**src/rtl/ras_err_pkg.sv**
```systemverilog
package ras_err_pkg;
    // byte offsets of the register file
    localparam int OFS_SRC  = 'h00;
    localparam int OFS_MASK = 'h04;
    localparam int OFS_SET  = 'h08;
    localparam int OFS_STAT = 'h0C;
    localparam int OFS_CE   = 'h10;
    localparam int OFS_NFE  = 'h14;
    localparam int OFS_FE   = 'h18;
    localparam int OFS_CTRL = 'h1C;
    localparam int OFS_ECC  = 'h20;

    localparam int REG_W        = 32;
    localparam int SD_EN_BIT    = 14;
    localparam int ECC_BIT      = 1;
    localparam int ECC_NUM_LSB  = 16;
    localparam int ECC_ADDR_LSB = 24;

    // class index order used by the router
    localparam int CLS_CE  = 0;
    localparam int CLS_NFE = 1;
    localparam int CLS_FE  = 2;
    localparam int NUM_CLS = 3;
endpackage

```
**src/rtl/ras_err_source.sv**
```systemverilog
module ras_err_source #(
    parameter int NUM_ERR = 13
) (
    input  logic               clk_i,
    input  logic               rst_ni,
    input  logic [NUM_ERR-1:0] evt_i,
    input  logic [NUM_ERR-1:0] clr_i,
    input  logic [NUM_ERR-1:0] inj_i,
    output logic [NUM_ERR-1:0] src_o
);
    logic [NUM_ERR-1:0] src_d, src_q;

    // raising terms are applied after the clear so an event beats a clear
    always_comb begin
        src_d = (src_q & ~clr_i) | evt_i | inj_i;
    end

    always_ff @(posedge clk_i or negedge rst_ni) begin
        if (!rst_ni) src_q <= '0;
        else         src_q <= src_d;
    end

    assign src_o = src_q;


    evt_sticks_chk: assert property (@(posedge clk_i) disable iff (!rst_ni)
        (|evt_i) |=> ((src_q & $past(evt_i)) == $past(evt_i)));


    clr_takes_chk: assert property (@(posedge clk_i) disable iff (!rst_ni)
        ((|clr_i) && !(|(evt_i | inj_i))) |=> ((src_q & $past(clr_i)) == '0));
endmodule

```
**src/rtl/ras_err_router.sv**
```systemverilog
module ras_err_router #(
    parameter int NUM_ERR = 13,
    parameter int NUM_CLS = 3
) (
    input  logic [NUM_ERR-1:0]              status_i,
    input  logic [NUM_CLS-1:0][NUM_ERR-1:0] en_i,
    output logic [NUM_CLS-1:0]              hit_o
);
    for (genvar c = 0; c < NUM_CLS; c++) begin : g_cls
        assign hit_o[c] = |(status_i & en_i[c]);
    end
endmodule

```
**src/rtl/ras_err_shutdown.sv**
```systemverilog
module ras_err_shutdown (
    input  logic clk_i,
    input  logic rst_ni,
    input  logic arm_i,
    input  logic nfe_i,
    output logic req_o
);
    logic req_d, req_q;

    always_comb begin
        req_d = req_q;
        if (arm_i && nfe_i)        req_d = 1'b1;
        else if (!arm_i && !nfe_i) req_d = 1'b0;
    end

    always_ff @(posedge clk_i or negedge rst_ni) begin
        if (!rst_ni) req_q <= 1'b0;
        else         req_q <= req_d;
    end

    assign req_o = req_q;


    sd_rise_cause_chk: assert property (@(posedge clk_i) disable iff (!rst_ni)
        $rose(req_q) |-> $past(arm_i && nfe_i));


    sd_fall_cause_chk: assert property (@(posedge clk_i) disable iff (!rst_ni)
        $fell(req_q) |-> $past(!arm_i && !nfe_i));
endmodule

```
**src/rtl/ras_err_ctrl.sv**
```systemverilog
module ras_err_ctrl
    import ras_err_pkg::*;
#(
    parameter int NUM_ERR    = 13,
    parameter int ADDR_W     = 8,
    parameter int ECC_NUM_W  = 8,
    parameter int ECC_ADDR_W = 8
) (
    input  logic                  clk_i,
    input  logic                  rst_ni,
    input  logic [NUM_ERR-1:0]    err_evt_i,
    input  logic [ECC_NUM_W-1:0]  ecc_num_i,
    input  logic [ECC_ADDR_W-1:0] ecc_addr_i,
    input  logic                  bus_wr_i,
    input  logic [ADDR_W-1:0]     bus_addr_i,
    input  logic [REG_W-1:0]      bus_wdata_i,
    output logic [REG_W-1:0]      bus_rdata_o,
    output logic                  irq_o,
    output logic                  ce_o,
    output logic                  nfe_o,
    output logic                  fe_o,
    output logic                  shutdown_req_o
);
    localparam logic [NUM_ERR-1:0] ALL_ERR = '1;
    localparam logic [NUM_ERR-1:0] CE_RST  = NUM_ERR'(1);
    localparam logic [NUM_ERR-1:0] NFE_RST = ALL_ERR & ~CE_RST;
    localparam logic [ADDR_W-1:0]  A_SRC   = ADDR_W'(OFS_SRC);
    localparam logic [ADDR_W-1:0]  A_MASK  = ADDR_W'(OFS_MASK);
    localparam logic [ADDR_W-1:0]  A_SET   = ADDR_W'(OFS_SET);
    localparam logic [ADDR_W-1:0]  A_STAT  = ADDR_W'(OFS_STAT);
    localparam logic [ADDR_W-1:0]  A_CE    = ADDR_W'(OFS_CE);
    localparam logic [ADDR_W-1:0]  A_NFE   = ADDR_W'(OFS_NFE);
    localparam logic [ADDR_W-1:0]  A_FE    = ADDR_W'(OFS_FE);
    localparam logic [ADDR_W-1:0]  A_CTRL  = ADDR_W'(OFS_CTRL);
    localparam logic [ADDR_W-1:0]  A_ECC   = ADDR_W'(OFS_ECC);

    typedef struct packed {
        logic [NUM_ERR-1:0]    mask;
        logic [NUM_ERR-1:0]    ce_en;
        logic [NUM_ERR-1:0]    nfe_en;
        logic [NUM_ERR-1:0]    fe_en;
        logic                  sd_en;
        logic [ECC_NUM_W-1:0]  ecc_num;
        logic [ECC_ADDR_W-1:0] ecc_addr;
    } cfg_t;

    cfg_t cfg_d, cfg_q;

    logic [NUM_ERR-1:0]              src_clr, src_inj, src, status;
    logic [NUM_CLS-1:0][NUM_ERR-1:0] cls_en;
    logic [NUM_CLS-1:0]              cls_hit;
    logic                            unused_wdata;

    assign unused_wdata = ^bus_wdata_i;

    assign src_clr = (bus_wr_i && bus_addr_i == A_SRC) ? bus_wdata_i[NUM_ERR-1:0] : '0;
    assign src_inj = (bus_wr_i && bus_addr_i == A_SET) ? bus_wdata_i[NUM_ERR-1:0] : '0;

    ras_err_source #(.NUM_ERR(NUM_ERR)) u_src (
        .clk_i  (clk_i),
        .rst_ni (rst_ni),
        .evt_i  (err_evt_i),
        .clr_i  (src_clr),
        .inj_i  (src_inj),
        .src_o  (src)
    );

    assign status = src & ~cfg_q.mask;
    assign cls_en = {cfg_q.fe_en, cfg_q.nfe_en, cfg_q.ce_en};

    ras_err_router #(.NUM_ERR(NUM_ERR), .NUM_CLS(NUM_CLS)) u_route (
        .status_i (status),
        .en_i     (cls_en),
        .hit_o    (cls_hit)
    );

    ras_err_shutdown u_sd (
        .clk_i  (clk_i),
        .rst_ni (rst_ni),
        .arm_i  (cfg_q.sd_en),
        .nfe_i  (cls_hit[CLS_NFE]),
        .req_o  (shutdown_req_o)
    );

    // next-state of the configuration and capture registers
    always_comb begin
        cfg_d = cfg_q;
        if (bus_wr_i) begin
            case (bus_addr_i)
                A_MASK:  cfg_d.mask   = bus_wdata_i[NUM_ERR-1:0];
                A_CE:    cfg_d.ce_en  = bus_wdata_i[NUM_ERR-1:0];
                A_NFE:   cfg_d.nfe_en = bus_wdata_i[NUM_ERR-1:0];
                A_FE:    cfg_d.fe_en  = bus_wdata_i[NUM_ERR-1:0];
                A_CTRL:  cfg_d.sd_en  = bus_wdata_i[SD_EN_BIT];
                default: ;
            endcase
        end
        if (err_evt_i[ECC_BIT]) begin
            cfg_d.ecc_num  = ecc_num_i;
            cfg_d.ecc_addr = ecc_addr_i;
        end
    end

    always_ff @(posedge clk_i or negedge rst_ni) begin
        if (!rst_ni) begin
            cfg_q.mask     <= ALL_ERR;
            cfg_q.ce_en    <= CE_RST;
            cfg_q.nfe_en   <= NFE_RST;
            cfg_q.fe_en    <= '0;
            cfg_q.sd_en    <= 1'b0;
            cfg_q.ecc_num  <= '0;
            cfg_q.ecc_addr <= '0;
        end else begin
            cfg_q <= cfg_d;
        end
    end

    always_comb begin
        bus_rdata_o = '0;
        case (bus_addr_i)
            A_SRC:   bus_rdata_o[NUM_ERR-1:0] = src;
            A_MASK:  bus_rdata_o[NUM_ERR-1:0] = cfg_q.mask;
            A_STAT:  bus_rdata_o[NUM_ERR-1:0] = status;
            A_CE:    bus_rdata_o[NUM_ERR-1:0] = cfg_q.ce_en;
            A_NFE:   bus_rdata_o[NUM_ERR-1:0] = cfg_q.nfe_en;
            A_FE:    bus_rdata_o[NUM_ERR-1:0] = cfg_q.fe_en;
            A_CTRL:  bus_rdata_o[SD_EN_BIT]   = cfg_q.sd_en;
            A_ECC: begin
                bus_rdata_o[ECC_NUM_LSB +: ECC_NUM_W]   = cfg_q.ecc_num;
                bus_rdata_o[ECC_ADDR_LSB +: ECC_ADDR_W] = cfg_q.ecc_addr;
            end
            default: ;
        endcase
    end

    assign irq_o = |status;
    assign ce_o  = cls_hit[CLS_CE];
    assign nfe_o = cls_hit[CLS_NFE];
    assign fe_o  = cls_hit[CLS_FE];


    mask_all_quiet_chk: assert property (@(posedge clk_i) disable iff (!rst_ni)
        (bus_wr_i && bus_addr_i == A_MASK && bus_wdata_i[NUM_ERR-1:0] == ALL_ERR)
        |=> !irq_o);


    class_implies_irq_chk: assert property (@(posedge clk_i) disable iff (!rst_ni)
        (ce_o || nfe_o || fe_o) |-> irq_o);


    ecc_capture_chk: assert property (@(posedge clk_i) disable iff (!rst_ni)
        err_evt_i[ECC_BIT] |=> (cfg_q.ecc_num == $past(ecc_num_i)
                                && cfg_q.ecc_addr == $past(ecc_addr_i)));
endmodule

```
**config.mk**
```make
export PLATFORM = sky130hd
export DESIGN_NAME = ras_err_ctrl
export DESIGN_NICKNAME = d
export VERILOG_FILES = /design/src/rtl/ras_err_pkg.sv /design/src/rtl/ras_err_source.sv /design/src/rtl/ras_err_router.sv /design/src/rtl/ras_err_shutdown.sv /design/src/rtl/ras_err_ctrl.sv
export SDC_FILE = /design/constraint.sdc
export NUM_CORES = 1
export LEC_CHECK = 0
export ABC_AREA = 1
export BUFFER_PORTS_ARGS = -buffer_cell sky130_fd_sc_hd__buf_2
export CAP_MARGIN = 5
export CORE_UTILIZATION = 59
export CTS_CLUSTER_SIZE = 10
export DETAILED_ROUTE_END_ITERATION = 16
export PLACE_DENSITY_LB_ADDON = 0.12
export SLEW_MARGIN = 25
export SYNTH_ARGS = -nofsm -noshare
export SYNTH_HDL_FRONTEND = slang
export SYNTH_HIERARCHICAL = 1
export SYNTH_SLANG_ARGS = --single-unit
```
**constraint.sdc**
```tcl
create_clock -name clk_i -period 3.66 [get_ports clk_i]
set_input_delay 0.549 -clock clk_i [delete_from_list [all_inputs] [get_ports clk_i]]
set_output_delay 0.549 -clock clk_i [all_outputs]
set_load 0.005 [all_outputs]
```
After elaboration in Yosys (flattened, before gate mapping)

Cells that the tools add are included.
Widths: inputs -> output; s select.

Bits in registers: 83
Bits of input ports: 72
Logic and storage cells: 50

Eq/ne operators: 8
Multiplexer cells: 7
Bitwise operators: 9
Reductions and logical operators: 17

Operator list:

| operator           | count |
|---|---|
| $pmux 13 s6        | 1 |
| $and 13x13->13     | 5 |
| $reduce_or 13->1   | 4 |
| $eq 8x5->1 const B | 4 |
| $mux 13            | 2 |
| $not 13->13        | 2 |
| $or 13x13->13      | 2 |
| $eq 8x4->1 const B | 2 |
| $mux 16            | 1 |
| $reduce_and 2->1   | 5 |
| $eq 8x3->1 const B | 1 |
| $eq 8x6->1 const B | 1 |
| $logic_not 8->1    | 1 |
| $logic_and 1x1->1  | 4 |
| $mux 1             | 3 |
| $logic_not 1->1    | 2 |
| $reduce_bool 2->1  | 1 |

Logic depth before layout (Yosys ltp)

Word-level depth: 8
Depth in mapped cells: 12

Hierarchy

Netlist, hierarchy kept.

Modules (own cells, without submodules):

| module           | instances | cells each | area each (sq um) | seq. area each (sq um) |
|---|---|---|---|---|
| ras_err_ctrl     | 1         | 545        | 3,922.5           | 1,759.2 |
| ras_err_source   | 1         | 65         | 520.5             | 325.3 |
| ras_err_router   | 1         | 84         | 324.1             | 0.0 |
| ras_err_shutdown | 1         | 6          | 52.6              | 25.0 |

Worst setup path before layout

OpenSTA, ideal clock, no wires.

Path kind: input port to output port
From: input port bus_addr_i[1]
To: output port bus_rdata_o[21]
Arrival: 1.325 ns
Setup slack: 1.786 ns
Cell stages on the path: 6
Buffers on the path: 1
Path through: nor2_4 > nand2_1 > inv_2 > nand3_1 > buf_2 > nor2_1

Cells in the longest elaborated chain, start to end: 2

Ends and longest elaborated chain:

| element     | line                | text |
|---|---|---|
| from (decl) | ras_err_ctrl.sv:15  | `input logic [ADDR_W-1:0] bus_addr_i,` |
| $eq 8x6->1  | ras_err_ctrl.sv:120 | `case (bus_addr_i)` |
| $mux 16     | ras_err_ctrl.sv:120 |  |
| to (decl)   | ras_err_ctrl.sv:17  | `output logic [REG_W-1:0] bus_rdata_o,` |

No other way between the ends.

Worst setup path after layout

From: input port bus_addr_i[1]
To: output port bus_rdata_o[19]

The elaborated chain is that of the path after synthesis.

==> reports/qor.csv <==
metric,value,unit
wl_per_cell,13.96,um
antenna_found_initial,0,
max_freq,375.5,MHz
layout.nets,849,
slowest_stage,nand3_1,
first_iter_violations,249,
avgSynthCellArea,6.885,um^2
combinationalPowerShare,12.0,%
max_stage_delay,530,ps
tritoncts.num_buffers,9,
gp_congestion,0.8935,
rsz0062_at_grt,no,
core,7807,um^2
irDropWorstVdd,0.2180,mV
crit_chain,buf_2 > nor2_4 > nand2_1 > inv_2 > nand3_1 > nor2_1 > buf_2,
fin_crit,2663,ps
clockBufferDepth,2,
vias,4649,
antenna_left,0,
drc,0,
placedCellCount,867,
maxCapViolCount,0,
vias_per_cell,5.265,
worstPathMaxFanout,16,
clk_latency,360,ps
cts_tree,built,
cts_resized,0,
io_pins,109,
diodes,0,
required,3110,ps
start_kind,input port,
powerDensity,358.1,nW/um^2
rows,32,
portBuffers,88,
leakage,3.057,nW
relSlewSlack,42.01,%
postRouteWirelength,12330,um
die_x,92.38,um
power_frac_seq,51.3,%
synthDistinctLibCells,26,
hold_slack,199.8,ps
hp-class,in2async,
fillCellCount,693,
dr.pass1.iters,5,
drv_slew,0,
post_cts_buffers,0,
fin_crit_sh,72.77,%
crit_type,in2out,
htreeDepth,3,
die_area,8534,um^2
grt_max_degree,84,
cp.arrival,2110,ps
post-place-ws,999.1,ps
crit_path_frequent_cell,buf_2,
die_h,92.38,um
setup_tns,0,ps
final_hold_viol_count,0,
netlist_instances,700,
grt_pass1_vias,4238,
crit_path_end_kind,primary output,
p_total,1.950,mW
clockPowerShare,36.6,%
setup_viol,0,
mostFrequentLayoutCells,"nand2_1 (261), inv_1 (96), nor2_1 (96)",
grt_pass1_wl,19900,um
cts_root_buf,clkbuf_8,
grt.overflow.total,0,
clock_sinks,83,
p_int,1.441,mW
syn_area,4820,um^2
hpwl,8166,um
cts_hold_buf,0,
track_usage,30.26,%
final_common_cell,nand2_1,
synth_seq_area_share,43.77,%
ys_seq_elements,83,
tightestPinTransition,868.9,ps
power.switching,509.3,uW
cts.clk_slew.worst_paths,90,ps
finalClockSkew,9.428,ps
outcome,completed,
area_growth,13.01,%
start_util,61.73,%
swShare,26.11,%
yosysWarningCount,6,
layout-drive-gt1-share,21.00,%
stdcell_count,883,
layout_setup_ws,996.5,ps
registers in the layout (all words and copies together) (netlist names):
signal,flops
cfg_q,69
u_src/src_o,13
u_sd/req_o,1
layer usage:
layer	GRT usage [%]	up-vias	part of all wire (%)
met5	0	-	0
met2	50.25	154	49
met1	39.22	2188	42
li1	-	2274	-
met3	3.859	33	5.7
met4	14.45	0	3.1
layout make-up:
cell class                      count  area, um^2  area share [%]
Multi-Input combinational cell    495        2180           40.02
Timing Repair Buffer               90       461.7           8.477
Tap cell                          102       127.6           2.343
Clock inverter                      3       65.06           1.195
Sequential cell                    83        2110           38.73
Inverter                           97       364.1           6.685
Clock buffer                       13       138.9           2.550
critical path, delay by kind of cell:
family,cells,cell delay [ps]
buf+inv,3,570
simple gates,4,990
cell families after synthesis:
| group | after synthesis | synth area share, % |
|---|---|---|
| DFF | 83 | 43.77 |
| other | 1 | 0.07781 |
| AOI/OAI and AO/OA | 73 | 9.372 |
| adders and majority gates | 1 | 0.2596 |
| buffers and inverters | 123 | 11.09 |
| and+or+nand+nor | 419 | 35.44 |
through the flow:
stage,area [um^2],util [%]
after floorplan,4823,-
after global placement,5239,67.10
after detailed placement,5239,67.10
after CTS,5443,69.71
after global routing,5446,69.76
final,5446,69.76
synth_stat cells:
cell	instances	area, um^2
and3_1	1	6.260
o21ai_0	26	130.1
o22ai_1	3	18.77
nand4_1	1	6.260
nand3_1	45	225.2
clkbuf_1	3	11.26
o221ai_1	1	8.760
inv_1	96	360.4
conb_1	1	3.750
buf_2	13	65.06
o21ai_2	21	183.9
nand2_1	261	979.7
nand3_4	1	17.52
dfrtp_1	57	1426
nor3_1	1	5.000
buf_4	5	37.54
nand3_2	3	30.03
inv_2	1	3.750
ha_1	1	12.51
nor2_4	3	33.78
nor2_1	96	360.4
o21ai_1	22	110.1
nand2_2	4	25.02
buf_6	5	56.30
nor2_2	3	18.77
dfstp_2	26	683.2
power groups by stage:
stage	combinational (mW)	sequential (mW)	clock, mW
CTS	0.234	1.00	0.714
detailed placement	0.233	1.02	0
finish	0.235	1.00	0.715
global placement	0.226	1.01	0
floorplan	0.139	1.01	0
global route	0.268	1.01	0.755
final timing paths:
| path | start | endpoint | slack [ps] | depth (start not counted) |
|---|---|---|---|---|
| min in group clk_i | err_evt_i[10] | u_src/src_o[10]$_DFF_PN0_ | 370 | 3 |
| hold / removal | rst_ni | u_sd/req_o$_DFFE_PN0P_ | 200 | 1 |
| setup reg to reg | cfg_q[67]$_DFFE_PN1P_ | u_sd/req_o$_DFFE_PN0P_ | 1970 | 11 |
| hold reg to reg | u_sd/req_o$_DFFE_PN0P_ | u_sd/req_o$_DFFE_PN0P_ | 490 | 2 |
| setup / recovery | bus_addr_i[1] | bus_rdata_o[19] | 1000 | 7 |
| max in group asynchronous | rst_ni | u_src/src_o[11]$_DFF_PN0_ | 2890 | 1 |
No activity file was read; power rests on OpenSTA's default activity.
